==> src/rtl/rdslot_pkg.sv <==
package rdslot_pkg;
    typedef enum logic [2:0] {
        ST_IDLE    = 3'd0,
        ST_STROBE  = 3'd1,
        ST_WINDOW  = 3'd2,
        ST_TAIL    = 3'd3,
        ST_RECOVER = 3'd4
    } slot_state_t;
endpackage

==> src/rtl/rdslot_sync.sv <==
module rdslot_sync #(
    parameter int STAGES = 2
) (
    input  logic clk,
    input  logic rst_n,
    input  logic async_i,
    output logic sync_o
);
    logic [STAGES-1:0] chain;

    always_ff @(posedge clk or negedge rst_n) begin
        if (!rst_n) chain <= '1;
        else        chain <= {chain[STAGES-2:0], async_i};
    end

    assign sync_o = chain[STAGES-1];
endmodule

==> src/rtl/rdslot_timer.sv <==
module rdslot_timer #(
    parameter int WIDTH = 5
) (
    input  logic             clk,
    input  logic             rst_n,
    input  logic             clear_i,
    output logic [WIDTH-1:0] count_o
);
    always_ff @(posedge clk or negedge rst_n) begin
        if (!rst_n)       count_o <= '0;
        else if (clear_i) count_o <= '0;
        else              count_o <= count_o + 1'b1;
    end
endmodule

==> src/rtl/rdslot_shreg.sv <==
module rdslot_shreg #(
    parameter int DATA_W = 8,
    localparam int IDX_W = $clog2(DATA_W)
) (
    input  logic              clk,
    input  logic              rst_n,
    input  logic              clear_i,
    input  logic              cap_i,
    input  logic [IDX_W-1:0]  idx_i,
    input  logic              bit_i,
    output logic [DATA_W-1:0] data_o
);
    genvar g;
    generate
        for (g = 0; g < DATA_W; g++) begin : g_bit
            always_ff @(posedge clk or negedge rst_n) begin
                if (!rst_n)                                 data_o[g] <= 1'b0;
                else if (clear_i)                           data_o[g] <= 1'b0;
                else if (cap_i && (idx_i == IDX_W'(g)))     data_o[g] <= bit_i;
            end
        end
    endgenerate
endmodule

==> src/rtl/rdslot_master.sv <==
module rdslot_master
    import rdslot_pkg::*;
#(
    parameter int DATA_W     = 8,
    parameter int STROBE_CYC = 4,
    parameter int SAMPLE_CYC = 12,
    parameter int SLOT_CYC   = 20,
    parameter int REC_CYC    = 8,
    localparam int LEN_W     = $clog2(DATA_W),
    localparam int MAXT      = (SLOT_CYC > REC_CYC) ? SLOT_CYC : REC_CYC,
    localparam int TW        = $clog2(MAXT + 1)
) (
    input  logic              clk,
    input  logic              rst_n,
    input  logic              start_i,
    input  logic [LEN_W-1:0]  len_m1_i,
    input  logic              line_i,
    output logic              drive_o,
    output logic [DATA_W-1:0] data_o,
    output logic              done_o
);
    slot_state_t state, nxt;
    logic [TW-1:0]    tcnt;
    logic             t_clear;
    logic             cap;
    logic             line_s;
    logic [LEN_W-1:0] len_q;
    logic [LEN_W:0]   bit_idx;
    logic             last_bit;
    logic             accept;

    rdslot_sync #(.STAGES(2)) u_sync (
        .clk(clk), .rst_n(rst_n), .async_i(line_i), .sync_o(line_s)
    );

    rdslot_timer #(.WIDTH(TW)) u_timer (
        .clk(clk), .rst_n(rst_n), .clear_i(t_clear), .count_o(tcnt)
    );

    rdslot_shreg #(.DATA_W(DATA_W)) u_shreg (
        .clk(clk), .rst_n(rst_n), .clear_i(accept), .cap_i(cap),
        .idx_i(bit_idx[LEN_W-1:0]), .bit_i(line_s), .data_o(data_o)
    );

    assign accept   = (state == ST_IDLE) && start_i;
    assign last_bit = (bit_idx == ({1'b0, len_q} + 1'b1));

    // state register
    always_ff @(posedge clk or negedge rst_n) begin
        if (!rst_n) state <= ST_IDLE;
        else        state <= nxt;
    end

    // next-state and control strobes
    always_comb begin
        nxt     = state;
        t_clear = 1'b0;
        cap     = 1'b0;
        unique case (state)
            ST_IDLE: begin
                t_clear = 1'b1;
                if (start_i) nxt = ST_STROBE;
            end
            ST_STROBE: begin
                if (tcnt == TW'(STROBE_CYC - 1)) nxt = ST_WINDOW;
            end
            ST_WINDOW: begin
                if (tcnt == TW'(SAMPLE_CYC - 1)) begin
                    cap = 1'b1;
                    nxt = ST_TAIL;
                end
            end
            ST_TAIL: begin
                if (tcnt == TW'(SLOT_CYC - 1)) begin
                    t_clear = 1'b1;
                    nxt     = ST_RECOVER;
                end
            end
            ST_RECOVER: begin
                if (tcnt == TW'(REC_CYC - 1)) begin
                    t_clear = 1'b1;
                    nxt     = last_bit ? ST_IDLE : ST_STROBE;
                end
            end
            default: nxt = ST_IDLE;
        endcase
    end

    // run bookkeeping: count, bit index
    always_ff @(posedge clk or negedge rst_n) begin
        if (!rst_n) begin
            len_q   <= '0;
            bit_idx <= '0;
        end else if (accept) begin
            len_q   <= len_m1_i;
            bit_idx <= '0;
        end else if (cap) begin
            bit_idx <= bit_idx + 1'b1;
        end
    end

    // outputs
    always_ff @(posedge clk or negedge rst_n) begin
        if (!rst_n) done_o <= 1'b0;
        else        done_o <= (state == ST_RECOVER) && (tcnt == TW'(REC_CYC - 1)) && last_bit;
    end

    assign drive_o = (state == ST_STROBE);
endmodule

==> config.mk <==
export PLATFORM = sky130hd
export DESIGN_NAME = rdslot_master
export DESIGN_NICKNAME = d
export VERILOG_FILES = /design/src/rtl/rdslot_pkg.sv /design/src/rtl/rdslot_sync.sv /design/src/rtl/rdslot_timer.sv /design/src/rtl/rdslot_shreg.sv /design/src/rtl/rdslot_master.sv
export SDC_FILE = /design/constraint.sdc
export NUM_CORES = 1
export LEC_CHECK = 0
export CAP_MARGIN = 5
export CORE_AREA = 5 5 75 77
export CTS_CLUSTER_SIZE = 12
export DETAILED_ROUTE_END_ITERATION = 7
export DIE_AREA = 0 0 80 82
export MAX_ROUTING_LAYER = met4
export PLACE_DENSITY_LB_ADDON = 0.3
export SETUP_SLACK_MARGIN = 0.4
export SLEW_MARGIN = 10
export SYNTH_ARGS = -nofsm -noshare
export SYNTH_HDL_FRONTEND = slang
export SYNTH_SLANG_ARGS = --single-unit
==> constraint.sdc <==
create_clock -name clk -period 2.13 [get_ports clk]
set_input_delay 0.639 -clock clk [delete_from_list [all_inputs] [get_ports clk]]
set_output_delay 0.639 -clock clk [all_outputs]
set_load 0.05 [all_outputs]
After elaboration in Yosys (flattened, before gate mapping)
Cells that the tools add are included.

word-level totals
  logic and storage cells = 92
  register bits after elaboration = 26
  latch bits = 0
  bits of input ports = 7
  bits in writable memories = 0
  output and inout bits = 10
  memories = 0
  bits in read-only memories = 0

operators by class
  multiplexer cells = 31
  bitwise gates (word level) = 0
  $mul = 0
  eq/ne operators = 21
  shift-type cells = 0
  add/sub/neg operators = 3
  reductions and logical operators = 23
  divide/modulo/power cells = 0
  $lt $le $gt $ge = 0

operators with widths
  kind                                                                      number
  1-bit two-way mux                                                         21
  2-bit nonzero test                                                        9
  3-bit == test (second input constant)                                     5
  3-bit two-way mux                                                         5
  3-bit case mux with 5 select lines                                        1
  3-bit by 2-bit == test with 1-bit output (second input constant)          4
  1-bit logical AND                                                         11
  4-bit two-way mux                                                         2
  2-bit inequality test (second input constant)                             4
  3-bit by 1-bit == test with 1-bit output (second input constant)          2
  3-bit logical NOT                                                         2
  5-bit by 1-bit adder with 5-bit output (second input constant)            1
  5-bit by 2-bit == test with 1-bit output (second input constant)          1
  5-bit by 3-bit == test with 1-bit output (second input constant)          1
  5-bit by 4-bit == test with 1-bit output (second input constant)          1
  5-bit == test (second input constant)                                     1
  5-bit two-way mux                                                         1
  5-bit AND reduction                                                       1
  3-bit by 1-bit adder with 4-bit output (second input constant)            1
  4-bit by 1-bit adder with 4-bit output (second input constant)            1
  4-bit == test                                                             1
  1-bit case mux with 3 select lines                                        1
  2-bit by 1-bit inequality test with 1-bit output (second input constant)  1

Logic depth before layout (Yosys ltp)
  word-level depth = 6
  gate-level depth with buffers = 6
  mapped depth without buffers = 5

Hierarchy
From an unflattened synthesis, not the netlist that was laid out.

unflattened totals
  cells, all modules = 121
  area total of the unflattened synthesis = 1388.8 um^2

modules (own cells, without submodules)
  module         cells an instance  sequential area each (um^2)  instances  area each (um^2)
  rdslot_master  67                 275.3                        1          689.4
  rdslot_shreg   34                 200.2                        1          426.7
  rdslot_timer   18                 125.1                        1          220.2
  rdslot_sync    2                  52.6                         1          52.6

Worst setup path before layout
No wires, ideal clock.

  path kind = register -> output
  start point = reg state[1]
  end point = out drive_o
  path slack = -0.182 ns
  cell stages (with the launch flop) = 3
  data required time = 1.491 ns
  path buffers = 1
  arrival time = 1.673 ns
  cells stage by stage = dfrtp_1 > buf_2 > nor3b_1

on the way
  longest elaborated chain between the ends = 1

RTL lines
  what                                      RTL line              source
  start, declared                           rdslot_master.sv:22   slot_state_t state, nxt;
  start signal, assigned                    rdslot_master.sv:51   else state <= nxt;
  3-bit by 1-bit == test with 1-bit output  rdslot_master.sv:108  assign drive_o = (state == ST_STROBE);
  end, declared                             rdslot_master.sv:18   output logic drive_o,

No other way between the ends.

Final worst setup path
Ends and elaborated chain as after synthesis.

==> flow_summary_export.csv <==
group,metric,value,unit
outcome,status,"finished, final reports clean",
synthesis,synth-seq-cells,26,
critical_path,max_stage_delay,430,ps
timing,worst_slew_pin_slew,420,ps
timing,skew,4.43,ps
synthesis,synthArstFlopShare,1.00,
finish,layout_commonest_cell,"dfrtp_1",
hold_path,min_path_type,"reg2reg",
power,vdd_drop_max,418,uV
clocking,htreeDepth,1,
critical_path,path_class,"reg2out",
finish,final_core_util,0.368,
timing,max_freq,579,MHz
clocking,cts_root_buf,"clkbuf_8",
timing,final-hold-violation-count,0,
critical_path,crit_path_end_kind,"primary output",
global_routing,track_usage,0.101,
flow_run,maxCapViolCount,0,
synthesis,ys_types,37,
synthesis,syn_inst,132,
global_routing,grt.overflow.total,0,
finish,layout.nets,170,
die,io_pins,17,
power,cellPowerDensity,1100,nW/um^2
route,drc_errors,0,
clocking,path_clk_slew,90,ps
timing,rsz0062_at_grt,"yes",
timing,fin_crit_sh,0.811,
synthesis,synth_area_per_cell,10.8,sq um
synthesis,synth_edf_count,0,
critical_path,cp_cell_sequence,"nor3b_4, buf_12",
clocking,cts_buffers,3,
synthesis,synth_top_area_cell,"dfrtp_1",
clocking,cts_tree,"yes",
timing,setup_slack,402,ps
route,wire_per_inst,13.1,um
critical_path,worst-path-buf-inv,1,
synthesis,ys_seq_area_frac,0.457,
placement,dpl_worst_slack,-67.6,ps
critical_path,crit_fanout,2,
finish,layout_common_cells,"dfrtp_1, buf_4, nand2_1",
die,num_rows,26,
clocking,clk_path_buf_depth,2,
finish,syn2layout_area_growth,27.6,%
finish,antenna_cells,0,
finish,layoutNonFillerInstCount,224,
synthesis,synth_top_cell_area_share,0.421,
route,drt-initial-drc-count,27,
hold_path,min-delay-start,"u_sync.chain[0]",
synthesis,synthTopCellsByArea,"dfrtp_1, mux2i_1, ha_1",
placement,placed_cells,213,
die,fp.dieH,82,um
critical_path,crit_path_start_kind,"register",
finish,drive_gt1_frac,0.286,
critical_path,reg2reg_from,"state[2]",
global_routing,grt_pass1_vias,1147,
route,vias_per_cell,4.54,
synthesis,netlist_area,1430,sq um
placement,gp_congestion,0.876,
global_routing,antenna_found_initial,0,
die,dieArea,6560,sq um
route,drt_wl_total,2940,um
synthesis,synth-warning-count,0,
die,die_w,80,um
critical_path,crit_arrival,1090,ps
critical_path,critical_path.top_delay_family,"flip-flops",
synthesis,syn_nets,147,
placement,port-buffer-count,16,
route,first_pass_iters,4,
route,postRouteAntennaNets,0,
critical_path,startpoint,"state[1]",
die,start_util,0.289,
timing,maxSlewViolCount,0,
clocking,cts_hold_buffers,0,
synthesis,synth_ff_type,"dfrtp_1",
clocking,cts.sinks,26,
global_routing,grt_first_pass_wirelength,5140,um
power,p_leak,0.842,nW
critical_path,cp_slowest_cell,"dfrtp_2",
timing,setup-violations-final,0,
critical_path,cp.required,1490,ps
die,core_area,4940,sq um
clocking,insertion_delay,270,ps
route,num_vias,1016,
timing,fin_crit,1730,ps
global_routing,grt_start_max_net_pins,27,
finish,nFillCells,512,
timing,slew_headroom,0.719,
placement,hpwl,1940,um
## cell usage after synthesis (2+ instances only)
library cell / number
a21oi_1: 5
buf_2: 3
buf_6: 3
dfrtp_1: 24
dfstp_2: 2
ha_1: 8
inv_1: 7
mux2_4: 3
mux2i_1: 11
nand2_1: 18
nand3_1: 10
nand4_1: 2
nor2_1: 6
o21ai_0: 2
xnor2_1: 3
xor2_1: 4
## where the power goes
| part | internal (W) | total, W | switching (W) |
|---|---|---|---|
| combinational | 0.000393 | 0.000779 | 0.000386 |
| clock | 0.000251 | 0.000407 | 0.000156 |
| sequential | 0.000624 | 0.000809 | 0.000185 |
| total | 0.00127 | 0.00200 | 0.000727 |
## registers in the layout (all words and copies together), names as in the netlist
signal,cells
bit_idx,4
state,3
u_shreg.data_o,8
len_q,3
done_o,1
u_timer.count_o,5
u_sync.chain,2
## what timing repair did
action / 4_1_cts / 5_1_grt
resized for setup: 10 / 5
setup buffers: 6 / 0
cloned: 1 / 0
pin swaps: 2 / 1
endpoints found under the setup margin: 20 / 19
## cell type report
type                    count  area [sq um]  share of cell area
multi-input cells          91           731               0.401
flip-flops and latches     26           657               0.361
repair buffers             26           249               0.137
well taps                  70          87.6              0.0481
clock buffers               3          41.3              0.0227
clock inverters             1          30.0              0.0165
inverters                   7          26.3              0.0144
## path summary, 6_finish.rpt
kind	end	slack (ps)	depth (start not counted)
setup / recovery	drive_o	400	2
hold / removal	u_sync.chain[1]	360	0
setup reg to reg	len_q[1]	460	3
hold reg to reg	u_sync.chain[1]	360	0
max in group asynchronous	u_sync.chain[0]	1110	2
min in group asynchronous	len_q[0]	730	2
## worst reg2reg max path: stages (launching register included)
cell and delay, ps:
dfrtp_2 440, buf_4 180, or4_4 610, mux2_4 340
## layer usage
metal  up-vias  share of wire  global-route usage
met4         0         0.0058              0.0152
li1        498              -                   -
met5         -              0                   -
met2        21           0.50               0.177
met1       495           0.45               0.117
met3         2          0.037              0.0307
## metrics by stage
| stage | total power, W | TNS, ps | cell area, sq um | hold slack, ps |
|---|---|---|---|---|
| finish | 0.00200 | 0 | 1820 | 364 |
| global placement | 0.00149 | -3.09 | 1640 | 348 |
| CTS | 0.00198 | 0 | 1800 | 369 |
| global route | 0.00214 | 0 | 1820 | 371 |
| floorplan | 0.00134 | 0 | 1440 | 343 |
| detailed placement | 0.00151 | -349 | 1640 | 354 |
## cell families after synthesis
| logic type | after synthesis | share of synthesized area |
|---|---|---|
| AOI/OAI and AO/OA | 15 | 0.0692 |
| xor gates and xnor gates | 7 | 0.0429 |
| adders and majority gates | 8 | 0.0701 |
| buffers and inverters | 15 | 0.0605 |
| DFF | 26 | 0.457 |
| muxes | 14 | 0.109 |
| and+or+nand+nor | 47 | 0.191 |
Power figures use the tool's default switching activity.
